--- config.mk ---
export PLATFORM = sky130hd
export DESIGN_NAME = hp_speed_sel
export DESIGN_NICKNAME = d
export VERILOG_FILES = /design/src/rtl/hp_speed_sel.sv
export SDC_FILE = /design/constraint.sdc
export NUM_CORES = 1
export LEC_CHECK = 0
export CAP_MARGIN = 20
export CORE_MARGIN = 4
export CORE_UTILIZATION = 45
export DETAILED_ROUTE_END_ITERATION = 12
export HOLD_SLACK_MARGIN = 0.1
export PLACE_DENSITY = 0.88
export SETUP_SLACK_MARGIN = 0.15
export SYNTH_ARGS = -nofsm -noshare
export SYNTH_HDL_FRONTEND = slang
export SYNTH_SLANG_ARGS = --single-unit
--- constraint.sdc ---
create_clock -name clk -period 5.3 [get_ports clk]
set_clock_uncertainty 0.2 [all_clocks]
set_input_delay 0.53 -clock clk [delete_from_list [all_inputs] [get_ports clk]]
set_output_delay 0.53 -clock clk [all_outputs]
set_load 0.01 [all_outputs]
--- src/rtl/hp_speed_sel.sv ---
module hp_speed_sel #(
  parameter int NSLOT    = 4,
  parameter int SCAN_CYC = 16
) (
  input  logic             clk,
  input  logic             rst_n,
  input  logic [2:0]       slot_cnt,
  input  logic [NSLOT-1:0] slot_closed,
  input  logic [NSLOT-1:0] m66_en,
  input  logic [NSLOT-1:0] cap_x,
  input  logic [NSLOT-1:0] cap_hi,
  input  logic [1:0]       seg_max,
  output logic [1:0]       bus_mode,
  output logic             bus_rst_req,
  output logic             scanning
);
  localparam int CW = (SCAN_CYC > 1) ? $clog2(SCAN_CYC) : 1;

  logic [CW-1:0] scan_cnt;
  logic          in_run;
  logic          active;
  logic [1:0]    chain [NSLOT+1];
  logic [1:0]    target;

  assign active   = (slot_cnt != 3'd0);
  assign scanning = active && !in_run;
  assign chain[0] = seg_max;
  assign target   = chain[NSLOT];

  for (genvar i = 0; i < NSLOT; i++) begin : g_slot
    logic [1:0] smode;
    logic       used;
    assign smode = cap_x[i] ? {1'b1, cap_hi[i]} : {1'b0, m66_en[i]};
    assign used  = slot_closed[i] && (i < int'(slot_cnt));
    assign chain[i+1] = (used && (smode < chain[i])) ? smode : chain[i];
  end

  always_ff @(posedge clk) begin
    if (!rst_n) begin
      scan_cnt    <= '0;
      in_run      <= 1'b0;
      bus_mode    <= 2'b00;
      bus_rst_req <= 1'b0;
    end else begin
      bus_rst_req <= 1'b0;
      if (active) begin
        if (!in_run) begin
          if (scan_cnt == CW'(SCAN_CYC - 1)) in_run <= 1'b1;
          else scan_cnt <= scan_cnt + 1'b1;
        end else if (target != bus_mode) begin
          bus_mode    <= target;
          bus_rst_req <= 1'b1;
        end
      end
    end
  end
endmodule


# Word level (Yosys, flattened, before mapping)

Index checks and enable logic that the tools add are counted.

Register bits after elaboration: 8
Word-level logic and storage cells: 42

Equality and inequality tests: 2
Order comparisons: 8
$add $sub $neg: 1
Muxes and demuxes: 11
Bitwise gates (word level): 2
Reductions and logical operators: 14

Operators with widths:

| kind                                               | count |
|---|---|
| two-way mux 2 bit                                  | 8 |
| logical AND 1 bit                                  | 9 |
| AND reduction 3 bit                                | 3 |
| < comparator 2 bit                                 | 4 |
| < comparator 1 x 3 -> 1 bit (first input constant) | 2 |
| < comparator 2 x 3 -> 1 bit (first input constant) | 2 |
| adder 4 x 1 -> 4 bit (second input constant)       | 1 |
| equality test 4 bit (second input constant)        | 1 |
| two-way mux 1 bit                                  | 3 |
| nonzero test 3 bit                                 | 1 |
| != test 2 bit                                      | 1 |
| inverter 1 bit                                     | 2 |
| zero test 1 bit                                    | 1 |

# Longest topological paths before layout

Depth in word-level cells: 15
Depth in mapped cells: 14

# Worst setup path after synthesis

Ideal clock, no wire load.

Path type: input to register
Start point: input seg_max[1]
End point: register bus_rst_req
Setup time: 73 ps
Required time: 5027 ps
Data arrival time: 2817 ps
Stages on the path: 12
Setup slack: 2210 ps
Cell sequence: inv_1 -> ha_1 -> inv_1 -> a21oi_4 -> nor3_1 -> nor2_2 -> or3_4 -> ha_1 -> nor3_1 -> or4_4 -> a211o_1 -> o211ai_2

Word-level cells in the longest chain between the ends: 14

Ends and longest elaborated chain:

| what                  | RTL line | RTL |
|---|---|---|
| from (decl)           | 12       | `input logic [1:0] seg_max,` |
| < comparator 2 bit    | 35       | `assign chain[i+1] = (used && (smode < chain[i])) ? smode : chain[i];` |
| logical AND 1 bit     | 35       |  |
| two-way mux 2 bit (*) | 35       |  |
| < comparator 2 bit    | 35       |  |
| logical AND 1 bit     | 35       |  |
| two-way mux 2 bit (*) | 35       |  |
| < comparator 2 bit    | 35       |  |
| logical AND 1 bit     | 35       |  |
| two-way mux 2 bit (*) | 35       |  |
| < comparator 2 bit    | 35       |  |
| logical AND 1 bit     | 35       |  |
| two-way mux 2 bit (*) | 35       |  |
| != test 2 bit (*)     | 50       | `end else if (target != bus_mode) begin` |
| two-way mux 1 bit (*) | 50       |  |
| to (signal assigned)  | 43       | `bus_rst_req <= 1'b0;` |
| to (signal assigned)  | 45       | `bus_rst_req <= 1'b0;` |
| to (signal assigned)  | 52       | `bus_rst_req <= 1'b1;` |
| to (decl)             | 14       | `output logic bus_rst_req,` |

Mark *: on every way between the ends. The rest lies on a longest branch, timed or not.
A chain may end at the register's enable or synchronous reset.

# Worst setup path in the final report

Start point: input seg_max[1]
End point: register bus_mode[1]

Word-level cells in the longest chain between the ends: 14

Ends and longest elaborated chain:

| what                                 | RTL line | RTL |
|---|---|---|
| < comparator 2 bit                   | 35       |  |
| logical AND 1 bit                    | 35       |  |
| two-way mux 2 bit (*)                | 35       |  |
| < comparator 2 bit                   | 35       |  |
| logical AND 1 bit                    | 35       |  |
| two-way mux 2 bit (*)                | 35       |  |
| < comparator 2 bit                   | 35       |  |
| logical AND 1 bit                    | 35       |  |
| two-way mux 2 bit (*)                | 35       |  |
| < comparator 2 bit                   | 35       |  |
| logical AND 1 bit                    | 35       |  |
| two-way mux 2 bit (*)                | 35       |  |
| != test 2 bit                        | 50       |  |
| AND reduction 3 bit (no source line) | --       |  |
| to (signal assigned)                 | 51       | `bus_mode <= target;` |
| to (decl)                            | 13       | `output logic [1:0] bus_mode,` |

Marked as above.

==> parameters.txt <==
Parameter                              Value

Status
  Outcome    complete, no violations

Clocking
  Clock sink count    8
  Number of gates resized after CTS    0
  Maximum number of buffers from clock root to sink    2
  Post-CTS setup-driven buffer insertion count    0
  Total clock buffers created by CTS    3
  Worst-path clk slew    50 ps
  TritonCTS clock tree    built
  Worst skew pair latency    260 ps
  Root buf cell    sky130_fd_sc_hd__clkbuf_4
  Number of hold-repair buffers added at the cts stage    0
  # H-tree levels    1

Synth
  Seq cells post-synth    8
  Post-synthesis cell area    682 um^2
  Post-synthesis instance total    85
  Sequential cell area fraction in the yosys report    23.5%
  Post-Syn Area per Cell    8.02 um^2
  Ranking of synthesized cells by area    sky130_fd_sc_hd__dfxtp_1, sky130_fd_sc_hd__nor2_1, sky130_fd_sc_hd__mux2i_1, sky130_fd_sc_hd__ha_1, sky130_fd_sc_hd__nor3_1
  Most used standard cells in the synthesized netlist    sky130_fd_sc_hd__nor2_1, sky130_fd_sc_hd__dfxtp_1, sky130_fd_sc_hd__inv_1, sky130_fd_sc_hd__nor3_1, sky130_fd_sc_hd__nand2_1
  Number of nets in the synthesized netlist    111
  Ys flop type    sky130_fd_sc_hd__dfxtp_1
  Number of enable-type register cells in the synthesized netlist    0
  Cell variety after synth    34
  Number of warning messages in the yosys log    0
  Async set-reset flop share out of synthesis    0%
  Proportion of netlist area held by the largest area contributor    23.5%
  Cell with the most instances after synthesis    sky130_fd_sc_hd__nor2_1
  Dominant cell type by area after synthesis    sky130_fd_sc_hd__dfxtp_1

Routing
  Total Wirelength    1600 um
  Avg Vias per Cell    5.59
  Number of iterations in the first detailed-routing pass    4
  First DRT Iteration DRCs    9
  Post-detailed-route wirelength per cell    12.4 um
  Routed vias    721
  Remaining antenna violation count after routing    0
  Total DRC errors in the routed layout    0

Worst setup path
  Required time at the endpoint of the critical path    5250 ps
  Critical Path AT    3470 ps
  Critical path launch point type    input pin
  Worst Path Max Fanout    3
  CP endpoint kind    flip-flop
  Crit Path Class    input pin to flip-flop

Die
  Area of the core    0.00137 mm^2
  Die height    46.9 um
  Die Width    46.9 um
  Core Rows    13
  Number of primary I/O pins    27
  Die area    0.00220 mm^2
  Initial core utilization    49.9%

Cells and area
  Count of filler cells inserted in the layout    126
  Ant diodes    0
  Register area    160 um^2
  Relative area change from synthesis to final layout    44.2%
  Combined area of the multi-input logic cells    495 um^2
  Number of nets in the finished design    142
  Share of final-layout standard cells stronger than drive strength 1    10.5%

Pwr
  Pwr per Cell Area    172 mW/mm^2
  Switching power as a share of total power    28.6%
  Share of power burned in combinational logic    33.6%
  Switching component of the power    0.0483 mW
  Share of total power in sequential cells    38.5%
  Int Power    0.121 mW
  P_leak    0.400 nW
  Clk network pwr share    27.9%
  Peak VDD IR    0.0000907 V

Timing
  Number of max-slew violations in the final report    0
  Final count of negative-setup-slack endpoints    0
  Tightest Pin Transition    650 ps
  Fmax    0.284 GHz
  Final worst path period need    3520 ps
  Final worst hold slack    332 ps
  Max-slew headroom    56.4%
  Setup Total Neg Slack    0 ps
  Number of endpoints with negative hold slack in the final report    0
  Setup repair after global routing missed its margin    no
  Tcrit/Tclk final    66.5%

Placement
  Placer congestion estimate    0.783
  Placed wire-length estimate    1370 um
  I/O Buffers    26

Global route
  Antenna violations before repair    0
  Overflow left after global routing    0
  Via count of the first global-routing pass    717
  Pin count of the biggest net entering global routing    8
  Global-route wire length before repair    2720 um
  GRT Resource Usage Total    17.2%

Run
  Max capacitance violation total    0

Worst hold path
  Hold WC Path Type    flip-flop to flip-flop
-- logic make-up after synthesis --
logic type      Yosys count  share of synthesized area (%)
compound gates           19                           23.5
buf+inv                   7                           3.85
mux                       5                           7.52
fa+ha+maj                 3                           5.51
flops                     8                           23.5
xor+xnor                  3                           3.85
simple gates             40                           32.3
-- registers in the layout, indices dropped and copies added, names as in the netlist --
register / cells
bus_mode: 2
bus_rst_req: 1
in_run: 1
scan_cnt: 4
-- worst max-delay path, cell delays in order --
cell and delay (ps):
sky130_fd_sc_hd__clkdlybuf4s50_1 510, sky130_fd_sc_hd__inv_1 60, sky130_fd_sc_hd__ha_1 260, sky130_fd_sc_hd__inv_1 140, sky130_fd_sc_hd__a21oi_4 50, sky130_fd_sc_hd__nor3_1 240
sky130_fd_sc_hd__nor2_2 100, sky130_fd_sc_hd__or3_4 390, sky130_fd_sc_hd__ha_1 280, sky130_fd_sc_hd__nor3_1 60, sky130_fd_sc_hd__or4_4 520, sky130_fd_sc_hd__a311oi_1 320
-- power groups by stage --
stage	Clock [mW]	Combinational, mW	Sequential (mW)
after floorplan	0	0.0315	0.0658
after global placement	0	0.0546	0.0660
after detailed placement	0	0.0567	0.0662
after CTS	0.0481	0.0569	0.0650
after global routing	0.0524	0.0631	0.0652
final	0.0473	0.0568	0.0652
-- final timing paths --
path,start,endpoint,slack [ps],cells after the start
hold / removal,in_run$_SDFFE_PN0P_,in_run$_SDFFE_PN0P_,330,2
hold reg to reg,in_run$_SDFFE_PN0P_,in_run$_SDFFE_PN0P_,330,2
setup / recovery,seg_max[1],bus_mode[1]$_SDFFE_PN0P_,1780,12
setup reg to reg,scan_cnt[0]$_SDFFE_PN0P_,scan_cnt[3]$_SDFFE_PN0P_,3450,5
-- placed cells by master (no fill, tap or decap), types with 2 or more instances in the layout --
cell / netlist / layout
sky130_fd_sc_hd__or3_4: 2 / 2
sky130_fd_sc_hd__clkdlybuf4s50_1: 0 / 26
sky130_fd_sc_hd__nand3_1: 3 / 3
sky130_fd_sc_hd__o21ai_0: 2 / 2
sky130_fd_sc_hd__nor3_1: 7 / 7
sky130_fd_sc_hd__nor2_1: 14 / 14
sky130_fd_sc_hd__nand2_1: 5 / 5
sky130_fd_sc_hd__a21oi_1: 3 / 3
sky130_fd_sc_hd__xor2_1: 2 / 2
sky130_fd_sc_hd__clkbuf_4: 0 / 3
sky130_fd_sc_hd__nand2b_1: 2 / 2
sky130_fd_sc_hd__mux2i_1: 4 / 4
sky130_fd_sc_hd__a211o_1: 2 / 2
sky130_fd_sc_hd__ha_1: 3 / 3
sky130_fd_sc_hd__a311oi_1: 2 / 2
sky130_fd_sc_hd__inv_1: 7 / 7
sky130_fd_sc_hd__dfxtp_1: 8 / 8
-- per-layer routing --
layer | wire, um | vias up | track usage [%]
met5 | 0 | - | 0
met4 | 46 | 0 | 11.0
met1 | 619 | 315 | 17.3
met3 | 152 | 7 | 3.83
met2 | 783 | 31 | 31.4
li1 | - | 368 | -
-- cell type report --
class	count	area share, %
Tap cell	15	1.91
Inverter	7	2.67
Timing Repair Buffer	26	26.5
Sequential cell	8	16.3
Multi-Input combinational cell	70	50.4
Clock buffer	3	2.29
-- stage by stage --
step	cells	setup slack [ps]	util, %	instance area [um^2]	power [mW]
finish	129	1780	72.0	983	0.169
global route	129	1510	72.0	983	0.181
CTS	129	1770	72.0	983	0.170
detailed placement	126	1510	70.3	961	0.123
global placement	126	1600	70.3	961	0.121
floorplan	85	2210	-	682	0.0973
Power figures use the tool's default switching activity.
